<file path="src/rtl/dbuf_dma_channel.sv">
module dbuf_dma_channel #(
  parameter int AW = 32,
  parameter int DW = 32,
  parameter int CW = 16
) (
  input  logic          clk,
  input  logic          rst_n,
  input  logic          cfg_we,
  input  logic [2:0]    cfg_sel,
  input  logic [31:0]   cfg_wdata,
  output logic [31:0]   cfg_rdata,
  input  logic          per_req,
  output logic          bus_req,
  output logic          bus_we,
  output logic [1:0]    bus_size,
  output logic [AW-1:0] bus_addr,
  output logic [DW-1:0] bus_wdata,
  input  logic          bus_ack,
  input  logic          bus_err,
  input  logic [DW-1:0] bus_rdata,
  output logic          irq
);
  localparam logic [2:0] SEL_CTRL = 3'd0, SEL_CNT = 3'd1, SEL_PADR = 3'd2,
                         SEL_M0 = 3'd3, SEL_M1 = 3'd4, SEL_STAT = 3'd5, SEL_CLR = 3'd6;

  typedef enum logic [1:0] {S_IDLE, S_RD, S_WR} state_t;
  state_t state;

  logic en, dir, circ, dbuf, pinc, minc, ie_ht, ie_tc, ie_te, cur;
  logic [1:0] psz, msz;
  logic [CW-1:0] cnt_prog, cnt_rem, cnt_next;
  logic [AW-1:0] padr, m0, m1, p_off, m_off, p_addr, m_addr;
  logic [DW-1:0] data;
  logic f_ht, f_tc, f_te;
  logic [3:0] clr;

  function automatic logic [AW-1:0] align(input logic [AW-1:0] a, input logic [1:0] s);
    case (s)
      2'd0:    return a;
      2'd1:    return {a[AW-1:1], 1'b0};
      default: return {a[AW-1:2], 2'b00};
    endcase
  endfunction

  function automatic logic [AW-1:0] step(input logic [1:0] s);
    case (s)
      2'd0:    return AW'(1);
      2'd1:    return AW'(2);
      default: return AW'(4);
    endcase
  endfunction

  assign p_addr = align(padr + p_off, psz);
  assign m_addr = align((cur ? m1 : m0) + m_off, msz);

  logic use_mem;
  assign use_mem   = (state == S_RD) ? dir : !dir;
  assign bus_req   = state != S_IDLE;
  assign bus_we    = state == S_WR;
  assign bus_addr  = use_mem ? m_addr : p_addr;
  assign bus_size  = use_mem ? msz : psz;
  assign bus_wdata = data;

  logic item_done, bus_fault, blk_end, reload, hit_half, start;
  assign item_done = state == S_WR && bus_ack && !bus_err;
  assign bus_fault = bus_req && bus_ack && bus_err;
  assign cnt_next  = cnt_rem - CW'(1);
  assign blk_end   = item_done && cnt_next == '0;
  assign reload    = blk_end && (circ || dbuf);
  assign hit_half  = item_done && cnt_next == (cnt_prog >> 1);
  assign start     = state == S_IDLE && en && cnt_rem != '0 && per_req;

  logic wr_ctrl, wr_cnt;
  assign wr_ctrl = cfg_we && cfg_sel == SEL_CTRL;
  assign wr_cnt  = cfg_we && cfg_sel == SEL_CNT && !en;
  assign clr     = (cfg_we && cfg_sel == SEL_CLR) ? cfg_wdata[3:0] : 4'b0;

  always_ff @(posedge clk or negedge rst_n) begin
    if (!rst_n) begin
      {en, dir, circ, dbuf, pinc, minc, ie_ht, ie_tc, ie_te, cur} <= '0;
      psz <= '0; msz <= '0;
      padr <= '0; m0 <= '0; m1 <= '0;
    end else begin
      if (wr_ctrl) begin
        en    <= cfg_wdata[0];
        dir   <= cfg_wdata[1];
        circ  <= cfg_wdata[2];
        dbuf  <= cfg_wdata[3];
        pinc  <= cfg_wdata[4];
        minc  <= cfg_wdata[5];
        psz   <= cfg_wdata[7:6];
        msz   <= cfg_wdata[9:8];
        ie_ht <= cfg_wdata[10];
        ie_tc <= cfg_wdata[11];
        ie_te <= cfg_wdata[12];
        if (!en) cur <= cfg_wdata[16];
      end
      if (bus_fault) en <= 1'b0;
      if (reload && dbuf) cur <= !cur;
      if (cfg_we && cfg_sel == SEL_PADR) padr <= AW'(cfg_wdata);
      if (cfg_we && cfg_sel == SEL_M0)   m0   <= AW'(cfg_wdata);
      if (cfg_we && cfg_sel == SEL_M1)   m1   <= AW'(cfg_wdata);
    end
  end

  always_ff @(posedge clk or negedge rst_n) begin
    if (!rst_n) begin
      cnt_prog <= '0; cnt_rem <= '0; p_off <= '0; m_off <= '0;
    end else if (wr_cnt) begin
      cnt_prog <= cfg_wdata[CW-1:0];
      cnt_rem  <= cfg_wdata[CW-1:0];
      p_off <= '0; m_off <= '0;
    end else if (item_done) begin
      cnt_rem <= reload ? cnt_prog : cnt_next;
      p_off   <= reload ? '0 : p_off + (pinc ? step(psz) : '0);
      m_off   <= reload ? '0 : m_off + (minc ? step(msz) : '0);
    end
  end

  always_ff @(posedge clk or negedge rst_n) begin
    if (!rst_n) begin
      state <= S_IDLE;
      data  <= '0;
    end else begin
      case (state)
        S_IDLE: if (start) state <= S_RD;
        S_RD: if (bus_ack) begin
          state <= bus_err ? S_IDLE : S_WR;
          data  <= bus_rdata;
        end
        S_WR: if (bus_ack) state <= S_IDLE;
        default: state <= S_IDLE;
      endcase
    end
  end

  always_ff @(posedge clk or negedge rst_n) begin
    if (!rst_n) begin
      f_ht <= 1'b0; f_tc <= 1'b0; f_te <= 1'b0;
    end else begin
      f_ht <= hit_half  || (f_ht && !(clr[1] || clr[0]));
      f_tc <= blk_end   || (f_tc && !(clr[2] || clr[0]));
      f_te <= bus_fault || (f_te && !(clr[3] || clr[0]));
    end
  end

  always_comb begin
    case (cfg_sel)
      SEL_CTRL: cfg_rdata = {15'b0, cur, 3'b0, ie_te, ie_tc, ie_ht, msz, psz,
                             minc, pinc, dbuf, circ, dir, en};
      SEL_CNT:  cfg_rdata = 32'(cnt_rem);
      SEL_PADR: cfg_rdata = 32'(padr);
      SEL_M0:   cfg_rdata = 32'(m0);
      SEL_M1:   cfg_rdata = 32'(m1);
      SEL_STAT: cfg_rdata = {28'b0, f_te, f_tc, f_ht, f_ht | f_tc | f_te};
      default:  cfg_rdata = '0;
    endcase
  end

  assign irq = (f_ht && ie_ht) || (f_tc && ie_tc) || (f_te && ie_te);

  p_cnt_moves_r1: assert property (@(posedge clk) disable iff (!rst_n)
    ($past(en) && cnt_rem != $past(cnt_rem)) |->
      (cnt_rem == $past(cnt_rem) - CW'(1)) || (cnt_rem == cnt_prog));

  p_zero_idle_r4: assert property (@(posedge clk) disable iff (!rst_n)
    bus_req |-> cnt_rem != '0);

  p_half_align_r5: assert property (@(posedge clk) disable iff (!rst_n)
    (bus_req && bus_size == 2'd1) |-> !bus_addr[0]);

  p_word_align_r5: assert property (@(posedge clk) disable iff (!rst_n)
    (bus_req && bus_size == 2'd2) |-> bus_addr[1:0] == 2'b00);

  p_cur_dbuf_r7: assert property (@(posedge clk) disable iff (!rst_n)
    !$stable(cur) |-> ($past(dbuf) || !$past(en)));

  p_tc_sticky_r8: assert property (@(posedge clk) disable iff (!rst_n)
    (f_tc && !(clr[2] || clr[0])) |=> f_tc);

  p_fault_stop_r9: assert property (@(posedge clk) disable iff (!rst_n)
    (bus_req && bus_ack && bus_err) |=> (!en && f_te));
endmodule

</file>
<file path="config.mk">
export PLATFORM = sky130hd
export DESIGN_NAME = dbuf_dma_channel
export DESIGN_NICKNAME = d
export VERILOG_FILES = /design/src/rtl/dbuf_dma_channel.sv
export SDC_FILE = /design/constraint.sdc
export NUM_CORES = 1
export LEC_CHECK = 0
export CAP_MARGIN = 20
export CORE_UTILIZATION = 58
export DETAILED_ROUTE_END_ITERATION = 10
export GPL_TIMING_DRIVEN = 0
export PLACE_DENSITY = 0.82
export SYNTH_ARGS = -nofsm -noshare
export SYNTH_HDL_FRONTEND = slang
export SYNTH_SLANG_ARGS = --single-unit
</file>
<file path="constraint.sdc">
create_clock -name clk -period 6.15 [get_ports clk]
set_input_delay 1.845 -clock clk [delete_from_list [all_inputs] [get_ports clk]]
set_output_delay 1.845 -clock clk [all_outputs]
set_load 0.05 [all_outputs]
</file>
# After elaboration in Yosys (flattened, before gate mapping)
# Index checks and enable logic that the tools add are counted.
[totals] out_inout_bits=101 latch_bits=0 ff_bits=243 in_bits=73 rom_bits=0 word_cells=134 n_memories=0 ramBits=0
[classes] shift=0 reduce_logical=53 div_mod_pow=0 eq_ne=15 bitwise=2 addsub=5 multipliers=0 n_lt_le_gt_ge=0 muxes=35
[op_table] op="32-bit 2-to-1 mux" n=14
[op_table] op="32-bit case mux with 6 select lines" n=1
[op_table] op="32-bit adder" n=4
[op_table] op="16-bit 2-to-1 mux" n=3
[op_table] op="1-bit logical AND" n=24
[op_table] op="16-bit by 15-bit equality test with 1-bit output" n=1
[op_table] op="16-bit zero test" n=1
[op_table] op="16-bit nonzero test" n=1
[op_table] op="16-bit by 1-bit subtractor with 16-bit output (second input constant)" n=1
[op_table] op="3-bit case mux with 2 select lines" n=2
[op_table] op="2-bit 2-to-1 mux" n=5
[op_table] op="3-bit equality test (second input constant)" n=3
[op_table] op="1-bit logical OR" n=9
[op_table] op="2-bit case mux with 2 select lines" n=2
[op_table] op="2-bit nonzero test" n=4
[op_table] op="1-bit zero test" n=7
[op_table] op="2-bit by 1-bit equality test with 1-bit output (second input constant)" n=3
[op_table] op="3-bit by 2-bit equality test with 1-bit output (second input constant)" n=2
[op_table] op="2-bit zero test" n=3
[op_table] op="1-bit 2-to-1 mux" n=6
[op_table] op="2-bit case mux with 3 select lines" n=1
[op_table] op="4-bit 2-to-1 mux" n=1
[op_table] op="2-bit by 1-bit inequality test with 1-bit output (second input constant)" n=2
[op_table] op="2-bit inequality test (second input constant)" n=2
[op_table] op="6 further kinds" n=8

# Depth between registers and ports, before layout
[logic_depth] word_depth=10 ltp_mapped=14 mapped_depth_nobuf=12

# Least setup slack after synthesis
# No wires, ideal clock.
[synth_path] kind="input -> output" from="input cfg_sel[0]" to="output cfg_rdata[17]" arrival_ps=4331 n_path_buf=3 cell_stages=5 path_slack_ps=-26 required_time_ps=4305 path_cell_list="buf_1 -> clkbuf_1 -> clkbuf_1 -> mux2i_1 -> o21ai_0"
[synth_between] elab_chain_len=2 elab_cells_between_ends=7 classes_between="5 x eq/ne; 1 x mux; 1 x reduce/logical"
[synth_rtl] item="start, declared" line_no="9" text="input logic [2:0] cfg_sel,"
[synth_rtl] item="3-bit equality test, or another cell as far along" line_no="148" text="case (cfg_sel)"
[synth_rtl] item="32-bit case mux with 6 select lines *" line_no="148"
[synth_rtl] item="end, declared" line_no="11" text="output logic [31:0] cfg_rdata,"
# Every way passes the cells marked *; elsewhere a longest branch is shown, timed or not.

# Worst setup path after layout
[layout_path] from="register cur" to="output bus_addr[18]"
[layout_between] elab_chain_len=3
[layout_rtl] item="start, declared" line_no="29" text="logic en, dir, circ, dbuf, pinc, minc, ie_ht, ie_tc, ie_te, cur;"
[layout_rtl] item="start signal, assigned" line_no="96" text="if (!en) cur <= cfg_wdata[16];"
[layout_rtl] item="start signal, assigned" line_no="99" text="if (reload && dbuf) cur <= !cur;"
[layout_rtl] item="32-bit 2-to-1 mux" line_no="54" text="assign m_addr = align((cur ? m1 : m0) + m_off, msz);"
[layout_rtl] item="32-bit adder" line_no="54"
[layout_rtl] item="32-bit 2-to-1 mux" line_no="60" text="assign bus_addr = use_mem ? m_addr : p_addr;"
[layout_rtl] item="end, declared" line_no="16" text="output logic [AW-1:0] bus_addr,"
# Every way passes these cells.

==> metrics.cfg <==
[status]
outcome = completed

[finish]
final_cell_mix = 242 x dfrtp_1, 224 x nand2_1, 177 x mux2_2
drive_above_1_share_pct = 18.04
multiInputGateArea_um2 = 9547
fillers = 2034
area_delta_synth_final_pct = 19.68
register_area_um2 = 6082
post-route-cell-area_um2 = 19220
utilization_pct = 71.12
final_nets = 2047
layout_commonest_cell = dfrtp_1

[synthesis]
yosysUniqueCellTypes = 83
synthArstFlopShare_pct = 100.0
synth_cells = 1694
syn-num-nets = 1841
synth_area_um2 = 16060
yosysTopAreaCell = dfrtp_1
synth.area.top_cells = dfrtp_1 38%, mux2_2 12%, ha_1 5.5%
ys.flop_type = dfrtp_1
yosysSeqAreaShare_pct = 37.87
synth_top_cell_area_share_pct = 37.87
ys_seq_elements = 243
synth_edf_count = 0
avgSynthCellArea_um2 = 9.480
yosys_warnings = 0

[power_and_ir_drop]
power.leakage_nw = 8.257
power.total_mw = 8.337
worst_ir_drop_vdd_mv = 0.3336
power_density_nw_per_um2 = 433.8

[drt]
post_drt_wl_per_cell_um = 23.79
drt.antenna.violating_nets = 0
routed_via_density = 6.530
drt_iter0_markers = 1723
remaining_drc_errors = 0
vias = 14760
dr.pass1.iters = 8
finalWirelength_um = 53760

[global_routing]
grt_usage_pct = 37.83
first_global_vias = 14180
grt-ovfl-total = 0
grt_max_degree = 125
grt_pass1_wl_um = 81960
antenna_found_initial = 0

[clock_network]
root_buffer = clkbuf_16
clkLatencyLatePin_ns = 0.57
clockBufferDepth = 3
cts-buffers-inserted = 27
clk_pin_slew_ns = 0.06
cts_max_level = 1
clkSinkCount = 243
cts_tree = done

[die]
core_area_um2 = 27030
initial_core_util_pct = 59.42
die_w_um = 168.4
dieArea_um2 = 28360
rows = 60
die_h_um = 168.4
pin_count = 174

[worst_setup_path]
crit_chain = mux2_2, ha_1, fa_1, a211oi_2, o21a_1, o2bb2ai_2, o21a_1, o31a_1, nor2_1, o211ai_1, xor2_1, mux2_2, clkdlybuf4s15_2
worstPathArrival_ns = 4.29
critical_path.slowest_cell = fa_1
cp-start-kind = register
cp_max_fo = 4
cp_top_family = compound AO/OA/AOI/OAI gates
critical_path.max_stage_delay_ns = 0.45
cp.required_ns = 4.30
path_class = reg -> out
end_kind = output port
crit_buf_inv = 1

[timing]
worst_slew_pin_slew_ns = 1.101
period_share_pct = 99.71
slew_violations = 0
rsz0062_at_grt = true
fin_crit_ns = 6.132
setup_viol = 0
fmax_mhz = 163.1
hold_violations = 0
fin_skew_ns = 0.03732
relSlewSlack_pct = 26.08

[placed_design]
dp_hpwl_um = 40210
portBuffers = 172
finalWeightedCongestion = 0.9594
placed_cell_area_um2 = 18280

[flow_run]
maxCapViolCount = 0

[worst_hold_path]
hold_path.class = reg -> reg

-- synthesized netlist by cell type (36+ instances only) --
| master | number |
|---|---|
| ha_1 | 70 |
| a31oi_1 | 43 |
| xor2_1 | 36 |
| nand2_1 | 224 |
| inv_1 | 39 |
| o21ai_0 | 135 |
| clkbuf_1 | 53 |
| nor2_1 | 91 |
| mux2_2 | 178 |
| dfrtp_1 | 243 |
| a21oi_1 | 85 |
| xnor2_1 | 57 |
-- timing repair --
action | in CTS | in global routing
hold endpoints to repair | 0 | 0
pin swaps | 1 | 3
hold buffers | 0 | 0
gates resized for setup | 142 | 69
setup buffers | 4 | 0
setup endpoints to repair | 59 | 32
-- state kept, by name, summed over array words and instances, names as in the netlist, 2 cells and up --
register   count
bus_wdata     32
m1            32
m_off         32
p_off         32
psz            2
cnt_prog      16
state          2
padr          32
msz            2
cnt_rem       16
m0            32
-- routing by layer --
layer | track usage, % | up-vias | part of all wire [%]
met5 | 0 | - | 0
met4 | 12.65 | 0 | 3.3
met3 | 7.405 | 125 | 10
met2 | 59.68 | 776 | 46
met1 | 52.27 | 7277 | 41
li1 | - | 6580 | -
-- worst reg2reg max path, delay by kind of cell (launching register included) --
| family | cells | cell delay, ns |
|---|---|---|
| simple gates | 4 | 2.00 |
| compound gates | 5 | 0.80 |
| flops | 1 | 0.52 |
| fa+ha+maj | 1 | 0.28 |
-- final timing paths --
| check | start | end | slack [ns] | cells past startpoint |
|---|---|---|---|---|
| min | p_off[29] | p_off[29] | 0.50 | 1 |
| max in group asynchronous | rst_n | m_off[31] | 3.81 | 3 |
| max reg2reg | psz[1] | p_off[31] | 2.41 | 10 |
| min reg2reg | p_off[29] | p_off[29] | 0.50 | 1 |
| max | cur | bus_addr[18] | 0.02 | 13 |
| min in group asynchronous | rst_n | cnt_prog[13] | 1.30 | 2 |
-- through the flow --
step	TNS (ns)	hold WS [ns]	std cells	setup WS, ns
3_5_place_dp	-39.09	0.4873	2210	-1.381
6_report	0	0.4987	2260	0.01803
2_1_floorplan	0	0.4482	1694	0.03235
3_3_place_gp	-1770.17	0.4716	2207	-7.145
4_1_cts	-0.01289	0.5013	2259	-0.01289
5_1_grt	-0.2329	0.5203	2259	-0.1108
-- kinds of logic after synthesis --
kind of cell	count (synthesis)	share of synthesized area, %
flops	243	37.87
fa+ha+maj	74	5.952
mux	218	15.75
compound gates	423	16.56
simple gates	520	15.52
xor+xnor	94	5.173
buf+inv	122	3.171
-- power breakdown --
part           internal (mW)  total (mW)  switching (mW)
logic                   1.55        4.31            2.76
registers               1.98        2.38           0.397
clock network          0.966        1.65           0.681
total                   4.49        8.34            3.84
-- cell type report --
| type | instances | area share (%) |
|---|---|---|
| Timing Repair Buffer | 179 | 9.062 |
| Clock inverter | 5 | 0.4687 |
| Antenna cell | 1 | 0.01302 |
| Multi-Input combinational cell | 1329 | 49.67 |
| Clock buffer | 42 | 4.121 |
| Inverter | 39 | 0.7617 |
| Tap cell | 341 | 2.220 |
| Buffer | 81 | 2.038 |
| Sequential cell | 243 | 31.65 |
(Power assumes the default switching activity.)
